===== src/rtl/dtmf_cls_pkg.sv =====
package dtmf_cls_pkg;

    typedef enum logic {
        GRP_LOW  = 1'b0,
        GRP_HIGH = 1'b1
    } grp_e;

    localparam int NUM_BINS = 4;
    localparam int BIN_W    = 2;

    typedef struct packed {
        logic             hit;
        logic [BIN_W-1:0] bin;
    } cls_t;

    // nominal tone frequency of one bin in one band, in Hz
    function automatic int tone_hz(grp_e grp, int idx);
        int f;
        if (grp == GRP_LOW) begin
            case (idx)
                0:       f = 697;
                1:       f = 770;
                2:       f = 852;
                default: f = 941;
            endcase
        end else begin
            case (idx)
                0:       f = 1209;
                1:       f = 1336;
                2:       f = 1477;
                default: f = 1633;
            endcase
        end
        return f;
    endfunction

    // shortest accepted period count (tone at its highest accepted frequency)
    function automatic int cnt_min(longint clk_hz, int f_hz, int tol_pm);
        return int'((clk_hz * 1000) / (longint'(f_hz) * longint'(1000 + tol_pm)));
    endfunction

    // longest accepted period count (tone at its lowest accepted frequency)
    function automatic int cnt_max(longint clk_hz, int f_hz, int tol_pm);
        return int'((clk_hz * 1000) / (longint'(f_hz) * longint'(1000 - tol_pm)));
    endfunction

endpackage


===== src/rtl/sq_edge_sync.sv =====
module sq_edge_sync (
    input  logic clk,
    input  logic rst,
    input  logic sq_i,
    output logic rise_o
);
    logic [2:0] pipe_q;

    always_ff @(posedge clk) begin
        if (rst) pipe_q <= '0;
        else     pipe_q <= {pipe_q[1:0], sq_i};
    end

    assign rise_o = pipe_q[1] & ~pipe_q[2];
endmodule


===== src/rtl/tone_bin_classifier.sv =====
module tone_bin_classifier
    import dtmf_cls_pkg::*;
#(
    parameter int   CLK_HZ = 3579545,
    parameter int   TOL_PM = 25,
    parameter grp_e GRP    = GRP_LOW,
    parameter int   MW     = 14
) (
    input  logic [MW-1:0] meas_i,
    output cls_t          cls_o
);
    logic [NUM_BINS-1:0] hit_vec;

    for (genvar b = 0; b < NUM_BINS; b++) begin : g_bin
        localparam int LO = cnt_min(longint'(CLK_HZ), tone_hz(GRP, b), TOL_PM);
        localparam int HI = cnt_max(longint'(CLK_HZ), tone_hz(GRP, b), TOL_PM);
        assign hit_vec[b] = (int'(meas_i) >= LO) && (int'(meas_i) <= HI);
    end

    always_comb begin
        cls_o.hit = |hit_vec;
        cls_o.bin = '0;
        for (int b = NUM_BINS - 1; b >= 0; b--) begin
            if (hit_vec[b]) cls_o.bin = BIN_W'(b);
        end
    end
endmodule


===== src/rtl/tone_group_detector.sv =====
module tone_group_detector
    import dtmf_cls_pkg::*;
#(
    parameter int   CLK_HZ  = 3579545,
    parameter int   TOL_PM  = 25,
    parameter int   RUN_LEN = 4,
    parameter int   TMO_CYC = 7159,
    parameter grp_e GRP     = GRP_LOW
) (
    input  logic             clk,
    input  logic             rst,
    input  logic             sq_i,
    output logic             valid_o,
    output logic [BIN_W-1:0] idx_o
);
    localparam int CNT_W = $clog2(TMO_CYC + 1);
    localparam int MW    = CNT_W + 1;
    localparam int RUN_W = $clog2(RUN_LEN + 1);

    logic             rise;
    logic [CNT_W-1:0] cnt_q;
    logic             have_ref_q;
    logic [RUN_W-1:0] run_q;
    logic             valid_q;
    logic [BIN_W-1:0] bin_q;
    logic [MW-1:0]    meas;
    cls_t             cls;
    logic             tmo_hit;

    sq_edge_sync u_sync (
        .clk   (clk),
        .rst   (rst),
        .sq_i  (sq_i),
        .rise_o(rise)
    );

    assign meas = {1'b0, cnt_q} + MW'(1);

    tone_bin_classifier #(
        .CLK_HZ(CLK_HZ),
        .TOL_PM(TOL_PM),
        .GRP   (GRP),
        .MW    (MW)
    ) u_cls (
        .meas_i(meas),
        .cls_o (cls)
    );

    assign tmo_hit = !rise && (cnt_q == CNT_W'(TMO_CYC - 1));

    // period counter, saturating at the timeout
    always_ff @(posedge clk) begin
        if (rst)                             cnt_q <= CNT_W'(TMO_CYC);
        else if (rise)                       cnt_q <= '0;
        else if (cnt_q != CNT_W'(TMO_CYC))   cnt_q <= cnt_q + CNT_W'(1);
    end

    // run-length tracking of one bin
    always_ff @(posedge clk) begin
        if (rst) begin
            have_ref_q <= 1'b0;
            run_q      <= '0;
            valid_q    <= 1'b0;
            bin_q      <= '0;
        end else if (tmo_hit) begin
            have_ref_q <= 1'b0;
            run_q      <= '0;
            valid_q    <= 1'b0;
        end else if (rise) begin
            have_ref_q <= 1'b1;
            if (have_ref_q) begin
                if (!cls.hit) begin
                    run_q   <= '0;
                    valid_q <= 1'b0;
                end else if (cls.bin == bin_q && run_q != '0) begin
                    if (run_q != RUN_W'(RUN_LEN)) run_q <= run_q + RUN_W'(1);
                    valid_q <= (run_q + RUN_W'(1)) >= RUN_W'(RUN_LEN);
                end else begin
                    bin_q   <= cls.bin;
                    run_q   <= RUN_W'(1);
                    valid_q <= (RUN_LEN == 1);
                end
            end
        end
    end

    assign valid_o = valid_q;
    assign idx_o   = bin_q;

    // lock only appears right after a measured edge
    a_r6_lock_on_edge: assert property (@(posedge clk) disable iff (rst)
        $rose(valid_q) |-> $past(rise));

    // silence reaching the timeout removes the lock
    a_r9_timeout_clears: assert property (@(posedge clk) disable iff (rst)
        tmo_hit |=> !valid_q);

    // bin cannot change under a held lock
    a_r10_bin_held: assert property (@(posedge clk) disable iff (rst)
        (valid_q && $past(valid_q)) |-> $stable(bin_q));
endmodule


===== src/rtl/dtmf_pair_classifier.sv =====
module dtmf_pair_classifier
    import dtmf_cls_pkg::*;
#(
    parameter int CLK_HZ  = 3579545,
    parameter int TOL_PM  = 25,
    parameter int RUN_LEN = 4,
    parameter int TMO_HZ  = 500
) (
    input  logic       clk,
    input  logic       rst,
    input  logic       lo_sq_i,
    input  logic       hi_sq_i,
    output logic       est_o,
    output logic [1:0] row_o,
    output logic [1:0] col_o
);
    localparam int TMO_CYC = CLK_HZ / TMO_HZ;
    localparam int NGRP    = 2;

    logic [NGRP-1:0]  grp_valid;
    logic [BIN_W-1:0] grp_idx [NGRP];
    logic [NGRP-1:0]  grp_sq;

    logic             est_q;
    logic [BIN_W-1:0] row_q;
    logic [BIN_W-1:0] col_q;
    logic             both;

    assign grp_sq = {hi_sq_i, lo_sq_i};

    for (genvar g = 0; g < NGRP; g++) begin : g_grp
        tone_group_detector #(
            .CLK_HZ (CLK_HZ),
            .TOL_PM (TOL_PM),
            .RUN_LEN(RUN_LEN),
            .TMO_CYC(TMO_CYC),
            .GRP    ((g == 0) ? GRP_LOW : GRP_HIGH)
        ) u_det (
            .clk    (clk),
            .rst    (rst),
            .sq_i   (grp_sq[g]),
            .valid_o(grp_valid[g]),
            .idx_o  (grp_idx[g])
        );
    end

    assign both = &grp_valid;

    always_ff @(posedge clk) begin
        if (rst) begin
            est_q <= 1'b0;
            row_q <= '0;
            col_q <= '0;
        end else begin
            est_q <= both;
            if (both && !est_q) begin
                row_q <= grp_idx[0];
                col_q <= grp_idx[1];
            end
        end
    end

    assign est_o = est_q;
    assign row_o = row_q;
    assign col_o = col_q;

    // losing either band drops the flag on the next cycle
    a_r8_drop_follows: assert property (@(posedge clk) disable iff (rst)
        !both |=> !est_o);

    // indices frozen while the flag is held
    a_r10_hold_idx: assert property (@(posedge clk) disable iff (rst)
        (est_o && $past(est_o)) |-> ($stable(row_o) && $stable(col_o)));

    // indices loaded together with the rise of the flag
    a_r10_load_idx: assert property (@(posedge clk) disable iff (rst)
        $rose(est_o) |-> (row_o == $past(grp_idx[0]) && col_o == $past(grp_idx[1])));
endmodule


===== config.mk =====
export PLATFORM = sky130hd
export DESIGN_NAME = dtmf_pair_classifier
export DESIGN_NICKNAME = d
export VERILOG_FILES = /design/src/rtl/dtmf_cls_pkg.sv /design/src/rtl/sq_edge_sync.sv /design/src/rtl/tone_bin_classifier.sv /design/src/rtl/tone_group_detector.sv /design/src/rtl/dtmf_pair_classifier.sv
export SDC_FILE = /design/constraint.sdc
export NUM_CORES = 1
export LEC_CHECK = 0
export BUFFER_PORTS_ARGS = -buffer_cell sky130_fd_sc_hd__buf_2
export CAP_MARGIN = 25
export CORE_MARGIN = 5
export CORE_UTILIZATION = 58
export DETAILED_ROUTE_END_ITERATION = 10
export PLACE_DENSITY = 0.81
export SETUP_SLACK_MARGIN = 0.2
export SYNTH_ARGS = -nofsm -noshare
export SYNTH_HDL_FRONTEND = slang
export SYNTH_SLANG_ARGS = --single-unit

===== constraint.sdc =====
create_clock -name clk -period 2.75 [get_ports clk]
set_clock_uncertainty 0.1 [all_clocks]
set_input_delay 0.4125 -clock clk [delete_from_list [all_inputs] [get_ports clk]]
set_output_delay 0.4125 -clock clk [all_outputs]
set_load 0.01 [all_outputs]

==> flow_summary_export.csv <==
group,metric,value,unit
flow_run,maxCapViolations,0,
detailed_routing,dr_total_vias,5060,
yosys,synth_seq_cells,51,
worst_setup_path,critPathRequiredTime,2.90,ns
worst_setup_path,end_kind,"register",
pwr,p_leak,2.336,nW
global_route,grt_max_degree,18,
worst_setup_path,crit_path_top_delay_cell,"or4b_4",
detailed_routing,routed.top_layer,"met4",
sta,fin_crit_sh,1.183,
cells_and_area,register_area,1047,um2
sta,worst_slack,-0.5036,ns
hold_path,hp-class,"input pin to register",
yosys,yosysWarnings,0,
pwr,p_int,3.304,mW
cts,cts_tree,"built",
pwr,pwr-share-seq,0.183,
pwr,pwr-share-comb,0.728,
pwr,p_clk_frac,0.090,
global_route,grtUsageTotal,0.3043,
floorplan,die_area,8875,um2
detailed_routing,ant_nets,0,
cells_and_area,multi_input_area,3222,um2
place,portBuffers,8,
yosys,syn_avg_cell_area,7.745,um2
floorplan,num_io_pins,9,
sta,fmax,307.4,MHz
floorplan,rows,30,
worst_setup_path,cp-start-kind,"register",
yosys,synthArstFlopShare,0,
yosys,syn-num-nets,549,
place,place_ws,-0.3093,ns
sta,setup_viol,12,
yosys,ys_types,86,
sta,fin_crit,3.254,ns
worst_setup_path,critPathKind,"register to register",
detailed_routing,dr_wl_met3,1682,um
pwr,power_density,1101,nW/um2
outcome,violations,"negative setup slack",
global_route,antenna_found_initial,0,
yosys,synth_top_cell_area_share,0.2483,
cells_and_area,nets,665,
detailed_routing,routed_wl,16070,um
cells_and_area,antenna_cells,0,
worst_setup_path,crit_chain,"buf_6 -> a21bo_4 -> a2111oi_4 -> nor2_1 -> or4b_4 -> a31oi_4 -> a211o_1 -> o211ai_1 -> a211oi_2 -> buf_4 -> nand4_1 -> a31oi_1",
yosys,netlist_top_cells_area,"dfxtp_1 25%, nand2_1 4.8%, xnor2_1 4.7%",
place,gp_congestion,0.9623,
yosys,seq_area_frac_synth,0.2483,
floorplan,die_y,94.21,um
detailed_routing,routedLengthMet1,5893,um
cells_and_area,utilization,0.8410,
cells_and_area,num-fill-cells,376,
yosys,synth_edf_count,0,
yosys,syn_inst,531,
detailed_routing,dr.pass1.iters,5,
floorplan,core,6832,um2
cells_and_area,final_layout_size_suffix_gt1_frac,0.3889,
floorplan,start_util,0.6020,
detailed_routing,wire_per_inst,21.60,um
pwr,power.switching,3.023,mW
global_route,grt_pass1_vias,4431,
sta,slew_viol_final,0,
sta,hold_violations,0,
detailed_routing,drt_iter0_drc,589,
pwr,ir_worst_vdd,1.091,mV
global_route,grt_pass1_wl,21550,um
detailed_routing,wl_met2,7365,um
yosys,synth_top_area_cell,"dfxtp_1",
worst_setup_path,worstPathMaxFanout,6,
sta,rsz0062_at_grt,"yes",
cts,cts_buffer_depth,2,
sta,relSlewSlack,0.4021,
detailed_routing,via_per_inst,6.801,
detailed_routing,post-route-drc-count,0,
sta,holdWs,0.2024,ns
worst_setup_path,max_stage_delay,0.53,ns
cts,worstSkewPairLatency,0.33,ns
yosys,synth_ff_type,"dfxtp_1",
floorplan,die_width,94.21,um
pwr,switching_share,0.4778,
cells_and_area,area_delta_synth_final,39.70,%
outcome,status,"finished, violations left",
cts,clkSinkCount,51,
place,dp_hpwl,9226,um
sta,tightest_slew,0.8928,ns
cts,cts_buffers,5,
yosys,netlist_area,4113,um2
cts,htreeDepth,2,
worst_setup_path,arrival,3.40,ns
cts,cts.clk_slew.worst_paths,0.11,ns
global_route,gr-total-overflow,0,
cts,cts-root-buf,"clkbuf_8",
layer usage:
| layer | global-route usage | vias to the layer above |
|---|---|---|
| li1 | - | 2168 |
| met1 | 0.4108 | 2336 |
| met2 | 0.4882 | 412 |
| met3 | 0.05449 | 144 |
| met4 | 0.09988 | 0 |
| met5 | 0 | - |
stage by stage:
stage / TNS [ns] / power (mW) / cells / instance area, um2
2_1_floorplan: -0.006187 / 3.345 / 531 / 4174
3_3_place_gp: -2.041 / 4.657 / 712 / 5006
3_5_place_dp: -2.767 / 4.758 / 712 / 5006
4_1_cts: -1.457 / 5.738 / 734 / 5485
5_1_grt: -4.791 / 6.651 / 744 / 5746
6_report: -3.650 / 6.327 / 744 / 5746
registers in the layout, indices dropped and copies added (netlist names):
| register | count |
|---|---|
| est_o | 1 |
| g_grp.u_det.run_q | 6 |
| row_o | 2 |
| col_o | 2 |
| g_grp.u_det.idx_o | 4 |
| g_grp.u_det.cnt_q | 26 |
| g_grp.u_det.have_ref_q | 2 |
| g_grp.u_det.valid_o | 2 |
| g_grp.u_det.u_sync.pipe_q | 6 |
cell usage in the layout (no fill, tap or decap), types with 13 or more instances in the layout:
cell type  instances
nor3_1            13
nand2_1           49
inv_1             15
buf_4            134
dfxtp_1           42
o21ai_0           28
nor2_1            37
a21oi_1           21
nand3_1           15
xnor2_1           21
critical path: cells and delay by family, from the launching register on:
family	cells	cell delay (ns)
simple gates	3	0.72
flops	1	0.39
compound gates	7	1.66
buf+inv	2	0.30
area by class of cell:
class / count / share of cell area
sequential: 51 / 0.1823
clock buffer: 5 / 0.01198
timing repair buffer: 152 / 0.2032
tap: 96 / 0.02091
inverter: 19 / 0.01328
clock inverter: 3 / 0.007622
multi-input combinational: 418 / 0.5608
worst paths after layout:
check | to | depth (start not counted) | slack, ns | startpoint
worst max-delay path | g_grp[0].u_det.run_q[1]$_SDFFE_PP0P_ | 12 | -0.50 | g_grp[0].u_det.cnt_q[0]$_SDFFE_PP1P_
worst min-delay path | g_grp[1].u_det.u_sync.pipe_q[0]$_SDFF_PP0_ | 2 | 0.20 | hi_sq_i
worst max register to register | g_grp[0].u_det.run_q[1]$_SDFFE_PP0P_ | 12 | -0.50 | g_grp[0].u_det.cnt_q[0]$_SDFFE_PP1P_
worst min register to register | g_grp[0].u_det.u_sync.pipe_q[1]$_SDFF_PP0_ | 1 | 0.37 | g_grp[0].u_det.u_sync.pipe_q[0]$_SDFF_PP0_
power by group through the flow:
stage          clock (mW)  combinational [mW]  sequential, mW
2_1_floorplan           0                2.34            1.01
3_3_place_gp            0                3.54            1.12
3_5_place_dp            0                3.63            1.13
4_1_cts             0.550                4.05            1.13
5_1_grt             0.590                4.88            1.18
6_report            0.567                4.60            1.16
cells in the mapped netlist (all sizes together), types with 4 or more instances:
cell type	instances
a211o	6
a211oi	7
a21oi	29
a22oi	4
a31oi	11
and2	9
and3	6
and4	6
buf	26
clkbuf	17
dfxtp	51
ha	14
inv	19
mux2i	7
nand2	53
nand2b	10
nand3	19
nand3b	5
nand4	13
nor2	38
nor2b	12
nor3	18
nor4	4
o211ai	5
o21ai	36
o21bai	4
o22ai	4
or3	5
or4	4
xnor2	22
xor2	12
cell families (layout without fill, tap and decap cells):
family	Yosys count	after routing	share of synthesized area
flops	51	51	0.2483
compound gates	147	147	0.2528
mux	8	8	0.01978
simple gates	215	215	0.2908
xor+xnor	34	34	0.07605
buf+inv	62	179	0.06967
fa+ha+maj	14	14	0.04259
what timing repair did:
item,CTS,global route
gates cloned,0,0
setup endpoints to repair,12,12
resized for setup,54,39
buffers inserted,14,10
hold buffers,0,0
pin swaps,25,29
endpoints found under the hold margin,0,0
(Power assumes the default switching activity.)
